## config.mk

```make
export PLATFORM = sky130hd
export DESIGN_NAME = uart_frame_tx
export DESIGN_NICKNAME = d
export VERILOG_FILES = /design/src/rtl/uft_pkg.sv /design/src/rtl/uft_hold_buf.sv /design/src/rtl/uft_frame_shifter.sv /design/src/rtl/uft_done_flag.sv /design/src/rtl/uart_frame_tx.sv
export SDC_FILE = /design/constraint.sdc
export NUM_CORES = 1
export LEC_CHECK = 0
export CAP_MARGIN = 25
export CELL_PAD_IN_SITES_DETAIL_PLACEMENT = 1
export CELL_PAD_IN_SITES_GLOBAL_PLACEMENT = 2
export CORE_UTILIZATION = 27
export CTS_CLUSTER_DIAMETER = 80
export CTS_CLUSTER_SIZE = 25
export DETAILED_ROUTE_END_ITERATION = 16
export PLACE_DENSITY_LB_ADDON = 0.1
export SKIP_CTS_REPAIR_TIMING = 1
export SKIP_LAST_GASP = 1
export SYNTH_ARGS = -nofsm -noshare
export SYNTH_HDL_FRONTEND = slang
export SYNTH_SLANG_ARGS = --single-unit
```

## constraint.sdc

```tcl
create_clock -name clk -period 2.1 [get_ports clk]
set_clock_uncertainty 0.2 [all_clocks]
set_input_delay 0.21 -clock clk [delete_from_list [all_inputs] [get_ports clk]]
set_output_delay 0.21 -clock clk [all_outputs]
set_load 0.01 [all_outputs]
```

## src/rtl/uft_pkg.sv

```systemverilog
// Shared constants and types for the serial transmitter.
// Assumes the data word is never narrower than the smallest frame size.
package uft_pkg;
    localparam int MIN_DATA_BITS = 5;

    typedef struct packed {
        logic [3:0] nbits;     // requested data bit count
        logic       two_stop;  // 1 = two stop bits
        logic       par_en;    // 1 = parity bit present
        logic       par_odd;   // 1 = odd parity
    } fmt_t;
endpackage

```

## src/rtl/uft_hold_buf.sv

```systemverilog
// One-entry holding buffer between the write port and the shifter.
// Assumes load is asserted only while full, so a fill and a drain never
// happen in the same cycle.
module uft_hold_buf #(
    parameter int DATA_W = 9
) (
    input  logic              clk,
    input  logic              rst_n,
    input  logic              wr_valid,
    input  logic [DATA_W-1:0] wr_data,
    input  logic              load,
    output logic              accept,
    output logic              full,
    output logic [DATA_W-1:0] word
);
    // Accept a write only into an empty slot.
    always_comb accept = wr_valid && !full;

    // Fill on accept, drain when the shifter takes the word.
    always_ff @(posedge clk) begin
        if (!rst_n) begin
            full <= 1'b0;
            word <= '0;
        end else if (accept) begin
            full <= 1'b1;
            word <= wr_data;
        end else if (load) begin
            full <= 1'b0;
        end
    end
endmodule

```

## src/rtl/uft_frame_shifter.sv

```systemverilog
// Builds a whole frame (start, data LSB first, parity, stops) when a word
// is taken, then shifts it out one bit per baud tick.
// Assumes DATA_W >= MIN_DATA_BITS and a one-cycle tick.
module uft_frame_shifter
    import uft_pkg::*;
#(
    parameter int DATA_W = 9
) (
    input  logic              clk,
    input  logic              rst_n,
    input  logic              tick,
    input  logic              buf_full,
    input  logic [DATA_W-1:0] buf_word,
    input  fmt_t              fmt,
    output logic              load,
    output logic              go_idle,
    output logic              line
);
    localparam int FRAME_W = DATA_W + 4;
    localparam int CNT_W   = $clog2(FRAME_W + 1);
    localparam int IDX_W   = $clog2(FRAME_W);

    logic [FRAME_W-1:0] shreg;
    logic [FRAME_W-1:0] frame;
    logic [CNT_W-1:0]   left;
    logic [CNT_W-1:0]   len;
    logic               busy;
    logic               last_bit;
    int                 nb;
    logic               par;

    // Decode the end of the current bit and the load or idle decision.
    always_comb begin
        last_bit = busy && (left == CNT_W'(1));
        load     = tick && buf_full && (!busy || last_bit);
        go_idle  = tick && last_bit && !buf_full;
    end

    // Compose the next frame from the buffered word and the current format.
    always_comb begin
        nb = int'(fmt.nbits);
        if (nb < MIN_DATA_BITS) nb = MIN_DATA_BITS;
        if (nb > DATA_W)        nb = DATA_W;
        par      = fmt.par_odd;
        frame    = '1;
        frame[0] = 1'b0;
        for (int i = 0; i < DATA_W; i++) begin
            if (i < nb) begin
                frame[i + 1] = buf_word[i];
                par          = par ^ buf_word[i];
            end
        end
        if (fmt.par_en) frame[IDX_W'(nb + 1)] = par;
        len = CNT_W'(2 + nb + int'(fmt.par_en) + int'(fmt.two_stop));
    end

    // Load a frame, or shift one bit per tick until the count runs out.
    always_ff @(posedge clk) begin
        if (!rst_n) begin
            busy  <= 1'b0;
            shreg <= '1;
            left  <= '0;
        end else if (load) begin
            busy  <= 1'b1;
            shreg <= frame;
            left  <= len;
        end else if (tick && busy) begin
            if (last_bit) busy <= 1'b0;
            shreg <= {1'b1, shreg[FRAME_W-1:1]};
            left  <= left - CNT_W'(1);
        end
    end

    // Drive the current bit, or high when idle.
    always_comb line = busy ? shreg[0] : 1'b1;
endmodule

```

## src/rtl/uft_done_flag.sv

```systemverilog
// Transmit-complete flag. A write beats the set, and the set beats the
// acknowledge. Assumes go_idle is a one-cycle event.
module uft_done_flag (
    input  logic clk,
    input  logic rst_n,
    input  logic go_idle,
    input  logic accept,
    input  logic ack,
    output logic done
);
    // Update the flag with the fixed priority write > set > ack.
    always_ff @(posedge clk) begin
        if (!rst_n)       done <= 1'b0;
        else if (accept)  done <= 1'b0;
        else if (go_idle) done <= 1'b1;
        else if (ack)     done <= 1'b0;
    end
endmodule

```

## src/rtl/uart_frame_tx.sv

```systemverilog
// Top of the asynchronous serial transmitter: write buffer, frame shifter,
// complete flag and interrupt gating. Assumes baud_tick is a single-cycle
// enable produced outside the block.
module uart_frame_tx
    import uft_pkg::*;
#(
    parameter int DATA_W = 9
) (
    input  logic              clk,
    input  logic              rst_n,
    input  logic              baud_tick,
    input  logic [3:0]        fmt_data_bits,
    input  logic              fmt_two_stop,
    input  logic              fmt_parity_en,
    input  logic              fmt_parity_odd,
    input  logic              wr_valid,
    input  logic [DATA_W-1:0] wr_data,
    output logic              wr_ready,
    input  logic              done_ack,
    input  logic              irq_empty_en,
    input  logic              irq_done_en,
    output logic              tx_line,
    output logic              tx_done,
    output logic              irq_empty,
    output logic              irq_done
);
    logic              accept;
    logic              buf_full;
    logic [DATA_W-1:0] buf_word;
    logic              load;
    logic              go_idle;
    fmt_t              fmt;

    // Gather the format pins into one struct.
    always_comb fmt = '{nbits: fmt_data_bits, two_stop: fmt_two_stop,
                        par_en: fmt_parity_en, par_odd: fmt_parity_odd};

    uft_hold_buf #(.DATA_W(DATA_W)) u_buf (
        .clk(clk), .rst_n(rst_n), .wr_valid(wr_valid), .wr_data(wr_data),
        .load(load), .accept(accept), .full(buf_full), .word(buf_word)
    );

    uft_frame_shifter #(.DATA_W(DATA_W)) u_shift (
        .clk(clk), .rst_n(rst_n), .tick(baud_tick), .buf_full(buf_full),
        .buf_word(buf_word), .fmt(fmt), .load(load), .go_idle(go_idle),
        .line(tx_line)
    );

    uft_done_flag u_done (
        .clk(clk), .rst_n(rst_n), .go_idle(go_idle), .accept(accept),
        .ack(done_ack), .done(tx_done)
    );

    // Report buffer space and gate both interrupts.
    always_comb begin
        wr_ready  = !buf_full;
        irq_empty = wr_ready && irq_empty_en;
        irq_done  = tx_done && irq_done_en;
    end
endmodule

```

==> key figures, run 1 <==
Run status
  • Status: complete, no violations

Worst hold path
  • Hold_sp: u_shift.shreg[0]$_SDFFE_PN1P_
  • HP Class: flop to flop
  • Hold Path Depth: 2
  • Min-Delay Endpoint: u_shift.shreg[0]$_SDFFE_PN1P_

Place
  • RD Place Congestion: 0.751
  • Pre-CTS setup slack: -495 ps
  • Buffers on Ports: 27
  • Detailed Place HPWL: 3.37 mm

Setup path
  • Reg2Reg Depth: 7
  • Worst Path Max Fanout: 6
  • Worst r2r src: u_shift.left[1]$_SDFFE_PN0P_
  • R2r setup slk: 110 ps
  • Crit path DAT: 1950 ps
  • Worst R2R End: u_shift.shreg[4]$_SDFFE_PN1P_
  • CP Class: flop to flop
  • Worst Setup Start Kind: flop
  • CP required: 2050 ps
  • Nature of the critical path endpoint: flop

Die
  • Die W: 77.5 um
  • Die area: 0.00601 mm2
  • Die Ht: 77.5 um
  • I/O Pins: 28
  • Initial Util: 0.280
  • Core Rows: 27
  • CORE AREA: 0.00551 mm2

Synth
  • Asr flop ratio synth: 0
  • Yosys top cell by area: dfxtp_1
  • Synth Flop Type: dfxtp_1
  • Syn avg cell area: 7.90 um2
  • Area contributors post-synth: dfxtp_1 (38%), nand2_1 (10%), a21boi_0 (4.9%)
  • Netlist cell types: 38
  • Ys Warns: 0
  • Number of flops mapped to enable cells by yosys: 0
  • Yosys top cell area share: 0.377
  • Post-Syn Area: 0.00154 mm2
  • Seq cells post-synth: 29
  • Syn Nets: 222
  • Post-synthesis sequential area ratio: 0.377
  • Mapped Cells: 195

Power
  • Seq pwr share: 0.446
  • Pwr dens: 657 mW/mm2
  • Internal cell power: 986 uW
  • VDD IR max: 343 uV
  • Leakage: 0.000874 uW
  • Switching Share: 0.292
  • Comb pwr share: 0.229
  • Clock power frac: 0.325
  • Total power draw: 1390 uW
  • NetSw: 407 uW

Timing
  • Achievable frequency: 502 MHz
  • Worst slew margin: 0.591
  • RSZ-0062 raised after global routing: no
  • Worst slew pin tran: 609 ps
  • Max-slew violations: 0
  • Period minus WS final: 1990 ps
  • Period utilization: 0.950
  • Setup tns final: 0 ps
  • Final hold violations: 0
  • Final setup fails: 0
  • Worst Slack Setup Final: 106 ps

Routing
  • Via count: 1475
  • Pre-Repair DR Iteration Count: 4
  • Met2 wire length: 2.15 mm
  • Post-Route WL: 4.22 mm
  • Met3 WL post-DR: 127 um
  • Routed Antenna Nets: 0
  • Drt drc: 0
  • DR top layer: met4
  • WL met1: 1.89 mm
  • Vias per cell: 4.74
  • Initial DRC count: 57
  • WL/cell: 13.6 um

GRT
  • Pin count of the biggest net entering global routing: 16
  • Global Route Usage Sum: 0.153
  • Global-route wire length before repair: 7.16 mm
  • Vias in the first global route: 1547
  • Initial antenna violation count: 0
  • Overflow after GRT: 0

CTS
  • CTS tree: yes
  • Clk sinks: 29
  • Total CTS buffers: 5
  • Clock Latency Late Sink: 280 ps
  • Clk pin slew, worst setup/hold paths: 70 ps
  • Clock root buffer: clkbuf_8
  • H-tree depth: 2
  • CTS max path bufs: 2

Finish
  • # diodes: 0
  • Leading cell type in the layout, fill and taps excluded: nand2_1
  • Most frequent cells in the layout: nand2_1 (42), dfxtp_1 (29), clkdlybuf4s50_1 (24)
  • Final net count: 265
  • Layout cells sized above 1: 0.146
  • Synth-to-Final Area Change: 37.6%
  • Fillers: 675

Run
  • Max cap viols: 0
==> Yosys cell counts, types with 2 or more instances <==
master / n
nand2_1: 42
dfxtp_1: 29
nor2_1: 18
a21boi_0: 10
inv_1: 7
o21ai_0: 7
xnor2_1: 7
a21oi_1: 6
clkbuf_1: 6
nand3_1: 6
nand3b_1: 5
nor3_1: 5
o311ai_1: 5
o211ai_1: 4
a21boi_1: 3
a31oi_1: 3
buf_2: 3
ha_1: 3
nor2b_1: 3
and3_1: 2
buf_4: 2
nand2b_1: 2
or2_2: 2
==> power by group through the flow <==
| stage | Combinational (uW) | Sequential [uW] | Clock [uW] |
|---|---|---|---|
| floorplan | 189 | 624 | 0 |
| global placement | 305 | 631 | 0 |
| detailed placement | 316 | 633 | 0 |
| CTS | 318 | 621 | 470 |
| global route | 354 | 628 | 497 |
| finish | 319 | 621 | 452 |
==> area by class of cell <==
type,count,area [um2],share of cell area
Sequential cell,29,581,0.274
Clock inverter,3,17.5,0.00826
Timing Repair Buffer,47,440,0.208
Tap cell,72,90.1,0.0425
Clock buffer,5,68.8,0.0325
Multi-Input combinational cell,148,896,0.423
Inverter,7,26.3,0.0124
==> flip-flops by register name, summed over array words and instances, names as in the netlist <==
register       count
u_shift.shreg     13
u_buf.word         9
u_done.done        1
u_shift.left       4
u_shift.busy       1
u_buf.full         1
==> kinds of logic after synthesis <==
group | count (synthesis) | share of synthesized area
buffers and inverters | 18 | 0.0512
flip-flops | 29 | 0.377
adder cells (fa/ha/maj) | 4 | 0.0374
AO/OA/AOI/OAI | 46 | 0.213
XOR/XNOR | 8 | 0.0544
AND/OR/NAND/NOR | 90 | 0.267
==> per-layer routing <==
layer,vias up,GRT usage
met5,-,0
met4,0,0.0566
met3,7,0.0306
met2,22,0.278
met1,694,0.174
li1,752,-
==> through the flow <==
stage	hold WS, ps	cells	instance area [um2]	utilization
finish	274	311	2120	0.385
global route	291	311	2120	0.385
CTS	280	308	2070	0.377
detailed placement	264	300	1990	0.361
global placement	233	300	1990	0.361
floorplan	155	195	1540	-
==> worst max-delay path: stages, from the launching register on <==
cell	delay (ps)
dfxtp_1	330
inv_1	80
ha_2	180
or3b_4	390
a21o_1	280
buf_4	200
nor2_1	100
o311ai_1	110
==> worst max path at each step <==
stage / cells after the start / slack [ps] / endpoint / start
5_1_grt: 8 / 3 / u_shift.shreg[6]$_SDFFE_PN1P_ / u_shift.left[1]$_SDFFE_PN0P_
3_3_place_gp: 12 / -360 / u_shift.left[2]$_SDFFE_PN0P_ / fmt_data_bits[2]
2_1_floorplan: 11 / 70 / u_shift.left[2]$_SDFFE_PN0P_ / fmt_data_bits[3]
4_1_cts: 12 / -190 / u_shift.left[2]$_SDFFE_PN0P_ / fmt_data_bits[1]
6_report: 7 / 110 / u_shift.shreg[4]$_SDFFE_PN1P_ / u_shift.left[1]$_SDFFE_PN0P_
3_5_place_dp: 12 / -490 / u_shift.left[2]$_SDFFE_PN0P_ / fmt_data_bits[1]
(Power assumes the default switching activity.)
==> run 2: changes to the inputs <==
CELL_PAD_IN_SITES_GLOBAL_PLACEMENT = 1   (was 2)
CORE_UTILIZATION = 34   (was 27)
GPL_TIMING_DRIVEN = 1   (was unset)
==> run 2 against run 1 <==
Die area decreased by 20%. Worst setup slack improved by 26 ps. Sequential power barely moved. Non-clock buffer count shrank 4. Via count grew 1.0%. Cell count is 7.7% lower. Flip-flop and latch count is the same. Routed wire length shrank 4.3%. First-iteration DRC count is 47% lower. Core utilization up 9.6 points. Critical path type unchanged.
==> key figures, run 2 (same netlist as run 1, synthesis figures left out) <==
Timing
  • Achievable frequency: 508 MHz (was 502 MHz)
  • Max-slew violations: 0 (unchanged)
  • Final setup fails: 0 (unchanged)
  • Worst slew margin: 0.661 (was 0.591)
  • RSZ-0062 raised after global routing: no (unchanged)
  • Period minus WS final: 1970 ps (was 1990 ps)
  • Worst hold slack: 262 ps (was 274 ps)
  • Worst slew pin tran: 505 ps (was 609 ps)
  • Period utilization: 0.937 (was 0.950)
  • Final hold violations: 0 (unchanged)

Finish
  • Most frequent cells in the layout: nand2_1 (42), dfxtp_1 (28), clkdlybuf4s50_1 (24) (was nand2_1 (42), dfxtp_1 (29), clkdlybuf4s50_1 (24))
  • Reg with most FFs: u_shift.shreg (unchanged)
  • Largest regs: u_shift.shreg x13, u_buf.word x9, u_shift.left x4 (unchanged)
  • Leading cell type in the layout, fill and taps excluded: nand2_1 (unchanged)
  • Final std cells w/o fill: 287 (was 311)
  • Synth-to-Final Area Change: 35.9% (was 37.6%)
  • Largest register FFs: 13 (unchanged)
  • Layout cells sized above 1: 0.140 (was 0.146)
  • # diodes: 0 (unchanged)
  • Fillers: 521 (was 675)
  • Final net count: 261 (was 265)

CTS
  • H-tree depth: 2 (unchanged)
  • Clk pin slew, worst setup/hold paths: 70 ps (about the same)
  • CTS tree: yes (unchanged)
  • Clock Latency Late Sink: 280 ps (about the same)
  • Total CTS buffers: 5 (unchanged)
  • CTS max path bufs: 2 (unchanged)
  • Clk sinks: 29 (unchanged)
  • Clock root buffer: clkbuf_8 (unchanged)

Die
  • CORE AREA: 0.00435 mm2 (was 0.00551 mm2)
  • I/O Pins: 28 (unchanged)
  • Core Rows: 24 (was 27)
  • Die area: 0.00480 mm2 (was 0.00601 mm2)
  • Die W: 69.3 um (was 77.5 um)
  • Initial Util: 0.354 (was 0.280)
  • Die Ht: 69.3 um (was 77.5 um)

Worst hold path
  • HP Class: flop to flop (unchanged)
  • Hold Path Depth: 1 (was 2)
  • Hold_sp: u_shift.shreg[12]$_SDFFE_PN1P_ (was u_shift.shreg[0]$_SDFFE_PN1P_)
  • Min-Delay Endpoint: u_shift.shreg[12]$_SDFFE_PN1P_ (was u_shift.shreg[0]$_SDFFE_PN1P_)

Run
  • Max cap viols: 0 (unchanged)

Setup path
  • CP Class: flop to flop (unchanged)
  • Worst R2R End: u_shift.shreg[5]$_SDFFE_PN1P_ (was u_shift.shreg[4]$_SDFFE_PN1P_)
  • Critical-path cell list: inv_2 -> ha_2 -> or3b_4 -> a21o_1 -> buf_4 -> nor2_1 -> o311ai_1 (was inv_1 -> ha_2 -> or3b_4 -> a21o_1 -> buf_4 -> nor2_1 -> o311ai_1)
  • Nature of the critical path endpoint: flop (unchanged)
  • Worst Setup Start Kind: flop (unchanged)
  • CP max stage cell: or3b_4 (unchanged)
  • Worst stage delay on the critical path: 400 ps (was 390 ps)
  • Crit path DAT: 1920 ps (was 1950 ps)
  • Worst Path Max Fanout: 6 (unchanged)
  • Reg2Reg Depth: 7 (unchanged)
  • R2r setup slk: 130 ps (was 110 ps)
  • Worst r2r src: u_shift.left[1]$_SDFFE_PN0P_ (unchanged)
  • CP required: 2050 ps (about the same)

Power
  • Seq pwr share: 0.406 (was 0.446)
  • Total power draw: 1530 uW (was 1390 uW)
  • Pwr dens: 732 mW/mm2 (was 657 mW/mm2)
  • VDD IR max: 412 uV (was 343 uV)
  • Leakage: 0.000865 uW (was 0.000874 uW)
  • Comb pwr share: 0.203 (was 0.229)
  • Switching Share: 0.257 (was 0.292)
  • NetSw: 394 uW (was 407 uW)
  • Clock power frac: 0.391 (was 0.325)
  • Internal cell power: 1140 uW (was 986 uW)

Place
  • Detailed Place HPWL: 3.06 mm (was 3.37 mm)
  • Buffers on Ports: 27 (unchanged)
  • RD Place Congestion: 0.767 (was 0.751)
  • Placed cells: 278 (was 300)

Run status
  • Status: complete, no violations (unchanged)

GRT
  • Vias in the first global route: 1478 (was 1547)
  • Global-route wire length before repair: 6.76 mm (was 7.16 mm)
  • Global Route Usage Sum: 0.177 (was 0.153)
  • Overflow after GRT: 0 (unchanged)
  • Pin count of the biggest net entering global routing: 17 (was 16)
  • Initial antenna violation count: 0 (unchanged)

Routing
  • Via count: 1490 (was 1475)
  • WL/cell: 14.1 um (was 13.6 um)
  • Post-Route WL: 4.04 mm (was 4.22 mm)
  • Pre-Repair DR Iteration Count: 4 (unchanged)
  • Vias per cell: 5.19 (was 4.74)
  • Routed Antenna Nets: 0 (unchanged)
  • Drt drc: 0 (unchanged)
  • Initial DRC count: 30 (was 57)
run 2: changes by cell type in the layout (fill, tap and decap cells not counted), sizes merged:
| cell | previous run | this run |
|---|---|---|
| clkinv | 2 | 0 |
| bufinv | 0 | 1 |
| clkbuf | 5 | 7 |
| buf | 20 | 16 |
| clkinvlp | 1 | 0 |
run 2: power by group through the flow:
stage | Combinational, uW | Clock [uW] | Sequential, uW
6_report | 311 | 600 | 622
5_1_grt | 348 | 640 | 627
4_1_cts | 308 | 620 | 620
3_5_place_dp | 306 | 0 | 632
3_3_place_gp | 294 | 0 | 630
2_1_floorplan | 189 | 0 | 624
run 2: critical path, delay by kind of cell, from the launching register on:
kind | cells | cell delay, ps
simple gates | 2 | 500
flops | 1 | 330
buf+inv | 2 | 250
compound gates | 2 | 390
fa+ha+maj | 1 | 170
run 2: layout make-up:
type / count / area, um2 / share of cell area
multi-input cells: 148 / 898 / 0.429
flip-flops and latches: 29 / 582 / 0.278
repair buffers: 43 / 405 / 0.194
clock buffers: 7 / 86.3 / 0.0412
well taps: 52 / 65.1 / 0.0311
clock inverters: 1 / 30.0 / 0.0143
inverters: 7 / 26.3 / 0.0126
run 2: how the worst max path moves through the flow:
stage                            startpoint                            end  slack, ps  cells past startpoint
6_report       u_shift.left[1]$_SDFFE_PN0P_  u_shift.shreg[5]$_SDFFE_PN1P_        130                      7
5_1_grt        u_shift.left[1]$_SDFFE_PN0P_  u_shift.shreg[6]$_SDFFE_PN1P_         20                      8
4_1_cts                    fmt_data_bits[2]   u_shift.left[1]$_SDFFE_PN0P_       -130                     11
3_5_place_dp               fmt_data_bits[2]   u_shift.left[2]$_SDFFE_PN0P_       -430                     12
3_3_place_gp               fmt_data_bits[2]   u_shift.left[2]$_SDFFE_PN0P_       -350                     12
2_1_floorplan              fmt_data_bits[3]   u_shift.left[2]$_SDFFE_PN0P_         70                     11
run 2: stage by stage:
step	setup slack, ps	util	cell area (um2)	setup TNS [ps]
after floorplan	66.0	-	1540	0
after global placement	-350	0.445	1940	-1190
after detailed placement	-426	0.445	1940	-1580
after CTS	-129	0.471	2050	-263
after global routing	15.4	0.481	2090	0
final	132	0.481	2090	0
run 2: layer usage:
layer	GRT usage	wire length [um]	part of all wire	vias to the layer above
met3	0.0451	114	0.028	2
li1	-	-	-	740
met2	0.314	2040	0.51	23
met5	0	0	0	-
met4	0.0476	17	0.0042	0
met1	0.211	1860	0.46	725
